--- config.mk ---
export PLATFORM = sky130hd
export DESIGN_NAME = tiered_slave_arb
export DESIGN_NICKNAME = d
export VERILOG_FILES = /design/src/rtl/tarb_pkg.sv /design/src/rtl/tarb_fixed_pick.sv /design/src/rtl/tarb_rr_pick.sv /design/src/rtl/tarb_budget.sv /design/src/rtl/tiered_slave_arb.sv
export SDC_FILE = /design/constraint.sdc
export NUM_CORES = 1
export LEC_CHECK = 0
export ABC_AREA = 1
export BUFFER_PORTS_ARGS = -buffer_cell sky130_fd_sc_hd__buf_2
export CAP_MARGIN = 30
export CORE_MARGIN = 5
export CORE_UTILIZATION = 60
export CTS_CLUSTER_SIZE = 24
export DETAILED_ROUTE_END_ITERATION = 12
export HOLD_SLACK_MARGIN = 0.06
export PLACE_DENSITY = 0.85
export SETUP_SLACK_MARGIN = 0.1
export SLEW_MARGIN = 0
export SYNTH_ARGS = -nofsm -noshare
export SYNTH_HDL_FRONTEND = slang
export SYNTH_SLANG_ARGS = --single-unit
--- constraint.sdc ---
create_clock -name clk -period 13.05 [get_ports clk]
set_input_delay 2.61 -clock clk [delete_from_list [all_inputs] [get_ports clk]]
set_output_delay 2.61 -clock clk [all_outputs]
set_load 0.02 [all_outputs]
--- src/rtl/tarb_pkg.sv ---
package tarb_pkg;

   // Budget actually granted for a programmed weight: zero counts as one.
   function automatic logic [31:0] eff_budget(input logic [31:0] w);
      return (w == 32'd0) ? 32'd1 : w;
   endfunction

   // Mask with the lowest n bits set, for up to 64 masters.
   function automatic logic [63:0] low_mask(input int n);
      logic [63:0] m;
      m = '0;
      for (int i = 0; i < 64; i++) begin
         if (i < n) m[i] = 1'b1;
      end
      return m;
   endfunction

endpackage

--- src/rtl/tarb_fixed_pick.sv ---
module tarb_fixed_pick #(
   parameter int N_MST   = 10,
   parameter int N_FIXED = 3,
   localparam int IDX_W  = $clog2(N_MST)
) (
   input  logic [N_MST-1:0] req_i,
   output logic             found_o,
   output logic [IDX_W-1:0] idx_o
);

   if (N_FIXED > N_MST) begin : g_bad_cfg
      $error("tarb_fixed_pick: N_FIXED larger than N_MST");
   end

   if (N_FIXED == 0) begin : g_no_tier
      assign found_o = 1'b0;
      assign idx_o   = '0;
   end else begin : g_tier
      always_comb begin
         found_o = 1'b0;
         idx_o   = '0;
         // Scan downward so the lowest requesting index is the last written.
         for (int i = N_FIXED - 1; i >= 0; i--) begin
            if (req_i[i]) begin
               found_o = 1'b1;
               idx_o   = IDX_W'(i);
            end
         end
      end
   end

endmodule

--- src/rtl/tarb_rr_pick.sv ---
module tarb_rr_pick #(
   parameter int N_MST   = 10,
   parameter int N_FIXED = 3,
   localparam int IDX_W  = $clog2(N_MST)
) (
   input  logic [N_MST-1:0] req_i,
   input  logic [IDX_W-1:0] last_i,
   output logic             found_o,
   output logic [IDX_W-1:0] idx_o
);

   if (N_FIXED >= N_MST) begin : g_bad_cfg
      $error("tarb_rr_pick: no round-robin masters left");
   end

   always_comb begin
      found_o = 1'b0;
      idx_o   = last_i;
      // Start one past the last winner, wrap, end on the last winner itself.
      for (int k = 1; k <= N_MST; k++) begin
         int j;
         j = int'(last_i) + k;
         if (j >= N_MST) j = j - N_MST;
         if (!found_o && j >= N_FIXED && req_i[j]) begin
            found_o = 1'b1;
            idx_o   = IDX_W'(j);
         end
      end
   end

endmodule

--- src/rtl/tarb_budget.sv ---
module tarb_budget
   import tarb_pkg::*;
#(
   parameter int WGT_W = 4
) (
   input  logic             clk,
   input  logic             rst_n,
   input  logic             load_i,
   input  logic [WGT_W-1:0] weight_i,
   input  logic             beat_i,
   output logic             last_o
);

   if (WGT_W < 1 || WGT_W > 16) begin : g_bad_cfg
      $error("tarb_budget: WGT_W out of range");
   end

   logic [WGT_W-1:0] cnt_q;

   always_ff @(posedge clk or negedge rst_n) begin
      if (!rst_n) begin
         cnt_q <= WGT_W'(1);
      end else if (load_i) begin
         cnt_q <= WGT_W'(eff_budget(32'(weight_i)));
      end else if (beat_i && cnt_q > WGT_W'(1)) begin
         // Saturates at one so a locked owner cannot underflow the budget.
         cnt_q <= cnt_q - WGT_W'(1);
      end
   end

   assign last_o = (cnt_q == WGT_W'(1));

   AST_BUDGET_NONZERO: assert property (@(posedge clk) disable iff (!rst_n)
      cnt_q != '0);

   AST_BUDGET_LOAD: assert property (@(posedge clk) disable iff (!rst_n)
      (load_i && weight_i > WGT_W'(1)) |=> !last_o);

endmodule

--- src/rtl/tiered_slave_arb.sv ---
module tiered_slave_arb
   import tarb_pkg::*;
#(
   parameter int N_MST   = 10,
   parameter int N_FIXED = 3,
   parameter int WGT_W   = 4,
   localparam int IDX_W  = $clog2(N_MST)
) (
   input  logic                   clk,
   input  logic                   rst_n,
   input  logic                   ready_i,
   input  logic [N_MST-1:0]       req_i,
   input  logic [N_MST-1:0]       lock_i,
   input  logic [N_MST-1:0]       xfer_i,
   input  logic [N_MST*WGT_W-1:0] weight_i,
   output logic [N_MST-1:0]       gnt_o,
   output logic [IDX_W-1:0]       gnt_idx_o
);

   if (N_MST < 2 || N_MST > 64) begin : g_bad_mst
      $error("tiered_slave_arb: N_MST must be 2..64");
   end
   if (N_FIXED < 0 || N_FIXED >= N_MST) begin : g_bad_fix
      $error("tiered_slave_arb: N_FIXED must leave at least one round-robin master");
   end

   localparam logic [N_MST-1:0] FIX_MASK = N_MST'(low_mask(N_FIXED));

   logic [IDX_W-1:0] own_q, last_rr_q, nxt_idx;
   logic             fix_found, rr_found, beat, rearb, grant_new, budget_last;
   logic [IDX_W-1:0] fix_idx, rr_idx;
   logic [WGT_W-1:0] nxt_weight;

   tarb_fixed_pick #(.N_MST(N_MST), .N_FIXED(N_FIXED)) i_fixed (
      .req_i   (req_i),
      .found_o (fix_found),
      .idx_o   (fix_idx)
   );

   tarb_rr_pick #(.N_MST(N_MST), .N_FIXED(N_FIXED)) i_rr (
      .req_i   (req_i),
      .last_i  (last_rr_q),
      .found_o (rr_found),
      .idx_o   (rr_idx)
   );

   // A transfer boundary of the current owner.
   assign beat = ready_i & xfer_i[own_q];

   // Arbitration point: owner idle, or completing a transfer that ends its
   // budget, belongs to the fixed tier, or yields to a fixed-tier request.
   assign rearb = ready_i & ~lock_i[own_q] &
                  (~req_i[own_q] |
                   (beat & (FIX_MASK[own_q] | fix_found | budget_last)));

   assign grant_new = rearb & (fix_found | rr_found);
   assign nxt_idx   = fix_found ? fix_idx : rr_idx;
   assign nxt_weight = weight_i[nxt_idx*WGT_W +: WGT_W];

   always_ff @(posedge clk or negedge rst_n) begin
      if (!rst_n) begin
         own_q     <= '0;
         last_rr_q <= IDX_W'(N_MST - 1);
      end else if (grant_new) begin
         own_q <= nxt_idx;
         if (!fix_found) last_rr_q <= rr_idx;
      end
   end

   tarb_budget #(.WGT_W(WGT_W)) i_budget (
      .clk      (clk),
      .rst_n    (rst_n),
      .load_i   (grant_new),
      .weight_i (nxt_weight),
      .beat_i   (beat & ~grant_new),
      .last_o   (budget_last)
   );

   always_comb begin
      gnt_o = '0;
      gnt_o[own_q] = 1'b1;
   end
   assign gnt_idx_o = own_q;

   AST_GNT_ONEHOT: assert property (@(posedge clk) disable iff (!rst_n)
      $countones(gnt_o) == 1 && gnt_o[gnt_idx_o]);

   AST_FIXED_PREEMPT: assert property (@(posedge clk) disable iff (!rst_n)
      (ready_i && !lock_i[gnt_idx_o] && (|(req_i & FIX_MASK)) &&
       (!req_i[gnt_idx_o] || xfer_i[gnt_idx_o])) |=> FIX_MASK[gnt_idx_o]);

   AST_LOCK_HOLD: assert property (@(posedge clk) disable iff (!rst_n)
      lock_i[gnt_idx_o] |=> $stable(gnt_idx_o));

   AST_STALL_HOLD: assert property (@(posedge clk) disable iff (!rst_n)
      !ready_i |=> $stable(gnt_idx_o));

   AST_PARK_HOLD: assert property (@(posedge clk) disable iff (!rst_n)
      (req_i == '0) |=> $stable(gnt_idx_o));

   AST_RELEASE_MOVE: assert property (@(posedge clk) disable iff (!rst_n)
      (ready_i && !req_i[gnt_idx_o] && !lock_i[gnt_idx_o] && (req_i != '0))
      |=> !$stable(gnt_idx_o));

endmodule

# --- Yosys cells after proc, flatten, opt, wreduce, memory -nomap -nowiden ---
# Memories as Yosys holds them, arrays and structs flattened.
# Index checks and enable logic that the tools add are counted.
word_totals:
  ff_bits: 12
  latchBits: 0
  ram_bits: 0
  mem_bits_ro: 16
  in_bits: 73
  out_inout_bits: 14
  wordCells: 186
  memories: 1
classes:
  add_sub_neg: 21
  mul: 0
  n_div: 0
  magnitude_cmp: 33
  eq_ne: 1
  n_shift: 1
  n_mux: 79
  bitwise: 14
  n_reduce_logical: 33
memory_table:
  columns: ["memory", "words", "width", "rd", "rd_clocked_by_memory_dff", "write_ports", "line", "text"]
  rows:
  - ["(name not given)", 16, 1, 1, 0, 0, "tiered_slave_arb.sv:54", "(beat & (FIX_MASK[own_q] | fix_found | budget_last)));"]
ops:
  columns: ["cell", "n"]
  rows:
  - ["32-bit by 3-bit greater-or-equal comparator with 1-bit output (second input constant)", 10]
  - ["32-bit by 5-bit greater-or-equal comparator with 1-bit output (second input constant)", 10]
  - ["32-bit by 6-bit less-than comparator with 1-bit output (second input constant)", 10]
  - ["32-bit 2-to-1 mux", 10]
  - ["32-bit by 5-bit subtractor with 32-bit output (second input constant)", 10]
  - ["4-bit 2-to-1 mux", 14]
  - ["1-bit binary-select mux with 4-bit select", 13]
  - ["40-bit by 7-bit variable part select with 4-bit output", 1]
  - ["1-bit 2-to-1 mux", 38]
  - ["1-bit logical AND", 21]
  - ["4-bit by 3-bit adder with 5-bit output (second input constant)", 4]
  - ["4-bit by 4-bit adder with 5-bit output (second input constant)", 3]
  - ["4-bit by 2-bit adder with 5-bit output (second input constant)", 2]
  - ["1-bit zero test", 9]
  - ["1-bit AND", 6]
  - ["2-bit 2-to-1 mux", 3]
  - ["4-bit by 1-bit adder with 5-bit output (second input constant)", 1]
  - ["4-bit by 5-bit less-than comparator with 1-bit output (second input constant)", 1]
  - ["1-bit demux with 4-bit select", 1]
  - ["4-bit by 1-bit equality test with 1-bit output (second input constant)", 1]
  - ["4-bit by 1-bit greater-or-equal comparator with 1-bit output (second input constant)", 1]
  - ["4-bit by 1-bit > comparator with 1-bit output (second input constant)", 1]
  - ["4-bit zero test", 1]
  - ["1-bit NOT", 4]
  - ["4 further kinds", 7]

# --- Logic depth before layout (Yosys ltp) ---
# Gate-level depths: netlist of run 1.
logic_depth:
  ltp_word: 51
  depth_mapped: 41
  mapped_depth_nobuf: 38

# --- Cells and area by module ---
# Synthesis of run 1 repeated with hierarchy kept, for this count alone.
hier_totals:
  hier_cells: 852
  area_unflattened_um2: 4500.6
modules_own_cells:
  columns: ["module", "n_inst", "cells_each", "area_each_um2"]
  rows:
  - ["tarb_rr_pick", 1, 576, 2976.6]
  - ["tiered_slave_arb", 1, 213, 1139.8]
  - ["tarb_budget", 1, 53, 334.1]
  - ["tarb_fixed_pick", 1, 10, 50.0]

# --- Least setup slack after synthesis of run 1 ---
# OpenSTA, ideal clock, no wires.
synth_timing:
  path_type: "input-to-reg"
  start: "input req_i[7]"
  end: "register i_budget.cnt_q[0]"
  setup_ns: 0.062
  arrival_time_ns: 5.026
  t_required_ns: 12.988
  slack_ns: 7.962
  stages: 27
  path_buffers: 1
  cell_sequence: "inv_1 > o21ai_0 > inv_1 > nand2_1 > nand3_1 > a21oi_2 > nand2_4 > nand2_4 > nor2_8 > nand3_2 > nand3_1 > nor2_1 > nand2_1 > nand2_2 > nand3_4 > nand2_4 > buf_6 > nand2_1 > o21ai_1 > nand3_1 > nand2_1 > nand2_1 > nand3_1 > nand3_1 > nand2_1 > nand2_1 > nand2_1"
synth_between:
  elab_chain_cells: 47
synth_rtl:
  columns: ["item", "line", "text"]
  rows:
  - ["start: declaration", "tiered_slave_arb.sv:12", "input logic [N_MST-1:0] req_i,"]
  - ["parallel branches: the longest is 47 deep, another holds 1-bit binary-select mux with 4-bit select", null, null]
  - ["end signal: assignment", "tarb_budget.sv:24", "cnt_q <= WGT_W'(eff_budget(32'(weight_i)));"]
  - ["end signal: assignment", "tarb_budget.sv:27", "cnt_q <= cnt_q - WGT_W'(1);"]
  - ["end: declaration", "tarb_budget.sv:18", "logic [WGT_W-1:0] cnt_q;"]
# Several ways; the timed one is not identified. The select of a mux whose other input is x is not followed.
# A chain may end at the register's enable or synchronous reset.

# --- Worst setup path in the final report of run 1 ---
layout_timing:
  start: "input req_i[2]"
  end: "register i_budget.cnt_q[0]"
# Same word-level chain as after synthesis.

==> results of run 1 <==
## per-stage QoR
stage | std cells | hold slack (ns) | setup slack (ns)
2_1_floorplan | 882 | 0.481 | 7.96
3_3_place_gp | 1056 | 0.502 | 7.15
4_1_cts | 1060 | 0.518 | 7.33
3_5_place_dp | 1056 | 0.510 | 7.11
6_report | 1060 | 0.518 | 7.23
5_1_grt | 1060 | 0.522 | 6.84
## routing by layer
layer  vias up  wire length (um)
li1       3026                 -
met1      2618              6420
met2       250              7120
met3        24              1030
met4         0               251
met5         -                 0
## cell type report
class	count	share of cell area [%]
multi-input cells	728	73.4
inverters	126	8.97
repair buffers	88	8.44
flip-flops and latches	12	5.76
well taps	102	2.42
clock buffers	4	1.04
## worst min path at each step
stage	endpoint	start	slack, ns
after global placement	i_budget.cnt_q[0]$_DFFE_PN1P_	i_budget.cnt_q[0]$_DFFE_PN1P_	0.50
final	i_budget.cnt_q[0]$_DFFE_PN1P_	i_budget.cnt_q[0]$_DFFE_PN1P_	0.52
after CTS	i_budget.cnt_q[0]$_DFFE_PN1P_	i_budget.cnt_q[0]$_DFFE_PN1P_	0.52
after global routing	i_budget.cnt_q[0]$_DFFE_PN1P_	i_budget.cnt_q[0]$_DFFE_PN1P_	0.52
after floorplan	i_budget.cnt_q[0]$_DFFE_PN1P_	i_budget.cnt_q[0]$_DFFE_PN1P_	0.48
after detailed placement	i_budget.cnt_q[0]$_DFFE_PN1P_	i_budget.cnt_q[0]$_DFFE_PN1P_	0.51
## logic make-up (layout without fill, tap and decap cells)
logic type / after synthesis / count (layout)
AND/OR/NAND/NOR: 560 / 560
adder cells (fa/ha/maj): 37 / 37
AO/OA/AOI/OAI: 125 / 125
XOR/XNOR: 6 / 6
flip-flops: 12 / 12
buffers and inverters: 142 / 218
## worst max-delay path: stages
cell,delay (ns)
buf_2,0.11
inv_1,0.08
o21ai_0,0.63
nand3_1,0.15
nand3_1,0.12
nand2_1,0.08
a21oi_2,0.21
a21oi_1,0.11
nand2_1,0.16
nand3_1,0.10
nor2_1,0.20
nand2_1,0.09
nand2_2,0.09
nand3_4,0.19
nand2_4,0.27
nand2_1,0.07
o21ai_1,0.08
nand3_1,0.09
nand2_1,0.08
nand2_1,0.06
nand3_1,0.11
nand3_1,0.09
nand2_1,0.06
nand2_1,0.04
nand2_1,0.06
## cell usage after synthesis (5+ instances only)
cell	count
buf_2	7
buf_4	5
nor2_1	52
dfrtp_1	9
a21oi_1	21
nand2_1	312
nor2_2	5
o21ai_0	53
nand3_1	120
nand2_2	25
o21ai_1	17
ha_1	36
nand4_1	21
a22oi_1	8
inv_2	16
o22ai_1	5
inv_1	109
## flip-flops by register name, indices dropped and copies added (netlist names)
signal and flops:
gnt_idx_o 4, i_budget.cnt_q 4, last_rr_q 4
==> impl_metrics.py, run 1 <==
metrics = {
    "worst_setup_path": {
        "endpoint": "i_budget.cnt_q[0]$_DFFE_PN1P_",
        "crit_required_ns": 13.23,
        "end_kind": "flip-flop",
        "worstSetupPathType": "input pin to flip-flop",
        "cp-startpoint": "req_i[2]",
        "start_kind": "input pin",
        "cp.arrival_ns": 5.99,
        "reg2reg_from": "last_rr_q[0]$_DFFE_PN1P_",
        "r2r_cells": 27,
        "r2r_end": "i_budget.cnt_q[0]$_DFFE_PN1P_",
        "critPathMaxFanout": 24,
        "rrSetupSlack_ns": 7.24,
    },
    "cts": {
        "cts_tree": "yes",
        "post_cts_resized": 0,
        "h-tree-depth": 1,
        "cts_buffers": 3,
        "clkLatencyLatePin_ns": 0.24,
        "holdBufCountCts": 0,
        "cts_sinks": 12,
        "clk_pin_slew_ns": 0.05,
        "cts_setup_buffers": 0,
        "root_buffer": "clkbuf_8",
        "clk_path_buf_depth": 2,
    },
    "routing": {
        "drt_pass1_iterations": 5,
        "drc": 0,
        "avgRoutedWirePerCell_um": 14.0,
        "num_vias": 5918,
        "wirelength_um": 14800,
        "viasPerCell": 5.58,
        "drtIter0Drc": 496,
        "antenna_left": 0,
    },
    "floorplanning": {
        "die_y_um": 99.0,
        "die_x_um": 99.0,
        "rows": 32,
        "die_area_um2": 9810,
        "initial_core_util_pct": 61.6,
        "core_um2": 7730,
        "io_pins": 87,
    },
    "grt": {
        "grt_usage_pct": 29.0,
        "grt_antenna_before_repair": 0,
        "grt_pass1_vias": 5231,
        "overflow": 0,
        "use_met1_pct": 38.6,
        "grt_max_degree": 36,
        "globalRouteMet3Util_pct": 2.05,
        "grt_first_pass_wirelength_um": 24300,
        "gr-usage-met2_pct": 51.3,
        "busiest_layer": "met2",
    },
    "finish": {
        "utilization_pct": 68.3,
        "syn_to_final_growth_pct": 10.9,
        "antenna_cells": 0,
        "regArea_um2": 304,
        "final_cell_mix": "312 x nand2_1, 120 x nand3_1, 109 x inv_1",
        "layout_commonest_cell": "nand2_1",
        "multi_input_comb_area_um2": 3870,
        "final_area_um2": 5280,
        "final_layout_size_suffix_gt1_share_pct": 18.0,
        "fillers": 787,
        "nNetsFinal": 1069,
    },
    "yosys": {
        "netlist_area_um2": 4760,
        "yosysSeqAreaShare_pct": 6.39,
        "syn_area_per_cell_um2": 5.39,
        "synth_top_area_cell": "nand2_1",
        "yosys-top-cells-area": "nand2_1 25%, nand3_1 13%, ha_1 9.5%",
        "ys_types": 50,
        "synth.area.mux_share_pct": 0,
        "synth_adder_area_share_pct": 9.89,
        "syn_inst": 882,
        "yosys_register_bits": 12,
        "yosys.area_share.simple_pct": 54.7,
        "synth_top_family_by_area": "simple AND/OR/NAND/NOR gates",
        "synth_compound_area_share_pct": 15.3,
        "synth-xor-area-share_pct": 1.42,
        "syn-num-nets": 992,
        "synthArstFlopShare_pct": 100,
        "yosysTopAreaCellShare_pct": 24.6,
        "ys.flop_type": "dfrtp_1",
        "yosys_warnings": 0,
        "synth-edff-count": 0,
    },
    "place": {
        "dpl_cell_area_um2": 5220,
        "hpwl_um": 12000,
        "gp_congestion": 0.958,
        "port_buffers": 86,
    },
    "flow_run": {
        "maxCapViolCount": 0,
    },
    "sta": {
        "skew_ns": 0.00413,
        "fin_tns_setup_ns": 0,
        "worst_pin_slew_ns": 0.880,
        "layout_min_cycle_time_ns": 5.82,
        "fmax_mhz": 172,
        "final_hold_viol_count": 0,
        "maxSlewHeadroom_pct": 40.7,
        "min_period_over_period_pct": 44.6,
        "slew_violations": 0,
        "rsz0062_at_grt": "false",
        "setup_violations": 0,
    },
    "run_status": {
        "status": "finished clean",
    },
    "min_path": {
        "hp-class": "flip-flop to flip-flop",
        "whs_path_depth": 2,
    },
}
Power of run 1 is left out: the tool's default activity adds up to more than one toggle a clock period on the data nets, which glitch-free logic cannot reach.
==> inputs of run 2 (changes only) <==
--- a/config.mk
+++ b/config.mk
@@ -5,15 +5,15 @@
 export SDC_FILE = /design/constraint.sdc
 export NUM_CORES = 1
 export LEC_CHECK = 0
-export ABC_AREA = 1
+export ABC_AREA = 0
 export BUFFER_PORTS_ARGS = -buffer_cell sky130_fd_sc_hd__buf_2
 export CAP_MARGIN = 30
 export CORE_MARGIN = 5
-export CORE_UTILIZATION = 60
+export CORE_UTILIZATION = 54
 export CTS_CLUSTER_SIZE = 24
 export DETAILED_ROUTE_END_ITERATION = 12
 export HOLD_SLACK_MARGIN = 0.06
-export PLACE_DENSITY = 0.85
+export PLACE_DENSITY = 0.8
 export SETUP_SLACK_MARGIN = 0.1
 export SLEW_MARGIN = 0
 export SYNTH_ARGS = -nofsm -noshare
==> constraint.sdc (replaced) <==
create_clock -name clk -period 4.8 [get_ports clk]
set_input_delay 0.96 -clock clk [delete_from_list [all_inputs] [get_ports clk]]
set_output_delay 0.96 -clock clk [all_outputs]
set_load 0.02 [all_outputs]
==> run 2 against run 1 <==
Against the previous run:
- the run now ends with negative setup slack left
- cell area increased by 60%
- worst setup slack worse by 8.0 ns
- die area grew 20%
- wire length is 87% higher
- sequential cell count stayed put
- utilization rose by 19 points
- final cell count rose by 9.4%
- first-iteration DRC count rose by 88%
- worst hold slack improved by 0.089 ns
- clock-buffer cell count is the same
- via count grew 36%
- largest cell class unchanged
==> impl_metrics.py, run 2 <==
metrics = {
    "run_status": {
        "status": "finished, violations left",
        "violations": "negative setup slack",
    },
    "routing": {
        "drt_pass1_iterations": 6,
        "avgRoutedWirePerCell_um": 23.8,
        "viasPerCell": 6.96,
        "drtIter0Drc": 934,
        "num_vias": 8072,
        "wirelength_um": 27700,
        "drc": 0,
        "antenna_left": 0,
    },
    "cts": {
        "holdBufCountCts": 0,
        "cts_tree": "yes",
        "cts_buffers": 3,
        "clkLatencyLatePin_ns": 0.25,
        "cts_sinks": 12,
        "clk_pin_slew_ns": 0.07,
        "clk_path_buf_depth": 2,
        "root_buffer": "clkbuf_8",
        "h-tree-depth": 1,
    },
    "grt": {
        "grt_usage_pct": 41.4,
        "grt_first_pass_wirelength_um": 39100,
        "grt_pass1_vias": 7589,
        "grt_antenna_before_repair": 1,
        "overflow": 0,
        "grt_max_degree": 32,
    },
    "place": {
        "dp.cells": 1127,
        "port_buffers": 86,
        "pre_cts_slack_ns": -0.571,
        "hpwl_um": 18100,
        "gp_congestion": 1.05,
    },
    "yosys": {
        "ys.flop_type": "dfrtp_1",
        "synth_most_common_cell": "nand2_1",
        "yosys_warnings": 0,
        "synth-edff-count": 0,
        "synth_top_area_cell": "ha_1",
        "ys_types": 102,
        "synthArstFlopShare_pct": 100,
        "yosys-top-cells-area": "ha_1 8.6%, mux2i_1 7.6%, o21ai_0 4.7%",
        "syn-num-nets": 815,
        "netlist_area_um2": 5250,
        "ys_top_cells_by_count": "58 x nand2_1, 49 x o21ai_0, 46 x nor2_1",
        "yosysTopAreaCellShare_pct": 8.59,
        "yosysSeqAreaShare_pct": 5.80,
        "yosys_register_bits": 12,
        "syn_area_per_cell_um2": 7.44,
        "syn_inst": 705,
    },
    "finish": {
        "final_layout_size_suffix_gt1_share_pct": 49.5,
        "layout_commonest_cell": "buf_4",
        "final_cells": 1160,
        "syn_to_final_growth_pct": 61.2,
        "utilization_pct": 87.8,
        "nNetsFinal": 1138,
        "final_cell_mix": "257 x buf_4, 87 x buf_2, 53 x nand2_1",
        "fillers": 504,
        "antenna_cells": 0,
    },
    "floorplanning": {
        "io_pins": 87,
        "die_x_um": 109,
        "die_area_um2": 11800,
        "die_y_um": 109,
        "rows": 36,
        "core_um2": 9640,
        "initial_core_util_pct": 54.4,
    },
    "worst_setup_path": {
        "crit_required_ns": 4.92,
        "max_stage_delay_ns": 0.62,
        "cp.arrival_ns": 5.66,
        "end_kind": "flip-flop",
        "r2r_cells": 22,
        "cpMostUsedCell": "buf_4",
        "critPathMaxFanout": 9,
        "worstSetupPathType": "flip-flop to flip-flop",
        "critical_path.cell_chain": "ha_2 > xnor2_2 > buf_4 > inv_2 > buf_4 > o21ai_0 > ha_1 > o31ai_2 > a32oi_1 > nor3_1 > a21oi_1 > a31oi_1 > buf_4 > or2_2 > a211oi_2 > and4b_1 > or3_4 > buf_6 > mux4_2 > a2bb2oi_4 > o31ai_4 > mux2_4",
        "start_kind": "flip-flop",
        "cpMaxStageDelayCell": "dfstp_2",
    },
    "sta": {
        "min_period_over_period_pct": 115,
        "final_hold_viol_count": 0,
        "worst_slack_ns": -0.735,
        "worst_pin_slew_ns": 0.730,
        "timing.hold.ws_ns": 0.607,
        "fmax_mhz": 181,
        "slew_violations": 0,
        "setup_violations": 7,
        "rsz0062_at_grt": "true",
        "skew_ns": 0.0118,
        "maxSlewHeadroom_pct": 49.9,
        "layout_min_cycle_time_ns": 5.54,
    },
    "flow_run": {
        "maxCapViolCount": 0,
    },
    "min_path": {
        "hp-class": "input pin to async pin",
    },
}
run 2: stage by stage:
step | area (um^2) | setup TNS, ns
after CTS | 8110 | -1.60
after detailed placement | 7650 | -2.19
final | 8460 | -3.34
after global placement | 7650 | -1.73
after floorplan | 5490 | -2.26
after global routing | 8460 | -6.01
run 2: worst max-delay path, delay by kind of cell (launching register included):
family | cells | cell delay [ns]
compound gates | 8 | 1.67
simple gates | 4 | 1.10
buf+inv | 5 | 0.70
flops | 1 | 0.62
mux | 2 | 0.62
fa+ha+maj | 2 | 0.54
xor+xnor | 1 | 0.15
run 2: cells by family (layout without fill, tap and decap cells):
logic type,count (synthesis),after routing,synth area share (%)
simple gates,254,254,26.0
compound gates,234,234,32.7
buf+inv,78,400,6.96
mux,65,65,14.8
fa+ha+maj,37,37,8.97
xor+xnor,25,25,4.72
flops,12,12,5.80
run 2: timing repair:
item                                    4_1_cts  5_1_grt
endpoints found under the setup margin        8       12
setup buffers                                19       14
pin swaps                                    19       10
gates resized for setup                      57       60
run 2: final timing paths:
| path | from | end | slack (ns) |
|---|---|---|---|
| max | last_rr_q[0]$_DFFE_PN1P_ | i_budget.cnt_q[3]$_DFFE_PN0P_ | -0.74 |
| min | rst_n | last_rr_q[1]$_DFFE_PN0P_ | 0.61 |
| max reg2reg | last_rr_q[0]$_DFFE_PN1P_ | i_budget.cnt_q[3]$_DFFE_PN0P_ | -0.74 |
| min reg2reg | i_budget.cnt_q[2]$_DFFE_PN0P_ | i_budget.cnt_q[2]$_DFFE_PN0P_ | 0.70 |
| max in group asynchronous | rst_n | i_budget.cnt_q[0]$_DFFE_PN1P_ | 3.90 |
| min in group clk | i_budget.cnt_q[2]$_DFFE_PN0P_ | i_budget.cnt_q[2]$_DFFE_PN0P_ | 0.70 |
run 2: final cells by class:
type / instances / area (um^2) / area share (%)
clock buffers: 4 / 55.1 / 0.651
inverters: 32 / 141 / 1.67
multi-input cells: 615 / 5160 / 61.0
flip-flops and latches: 12 / 307 / 3.62
well taps: 133 / 166 / 1.97
repair buffers: 364 / 2630 / 31.1
run 2: layer usage:
metal,track usage (%),vias up,share of wire (%)
met5,0,-,0
met4,21.9,0,9.4
met3,6.27,283,12
met2,68.2,758,44
met1,52.1,3668,35
li1,-,3363,-
Power of run 2 is left out for the same reason.
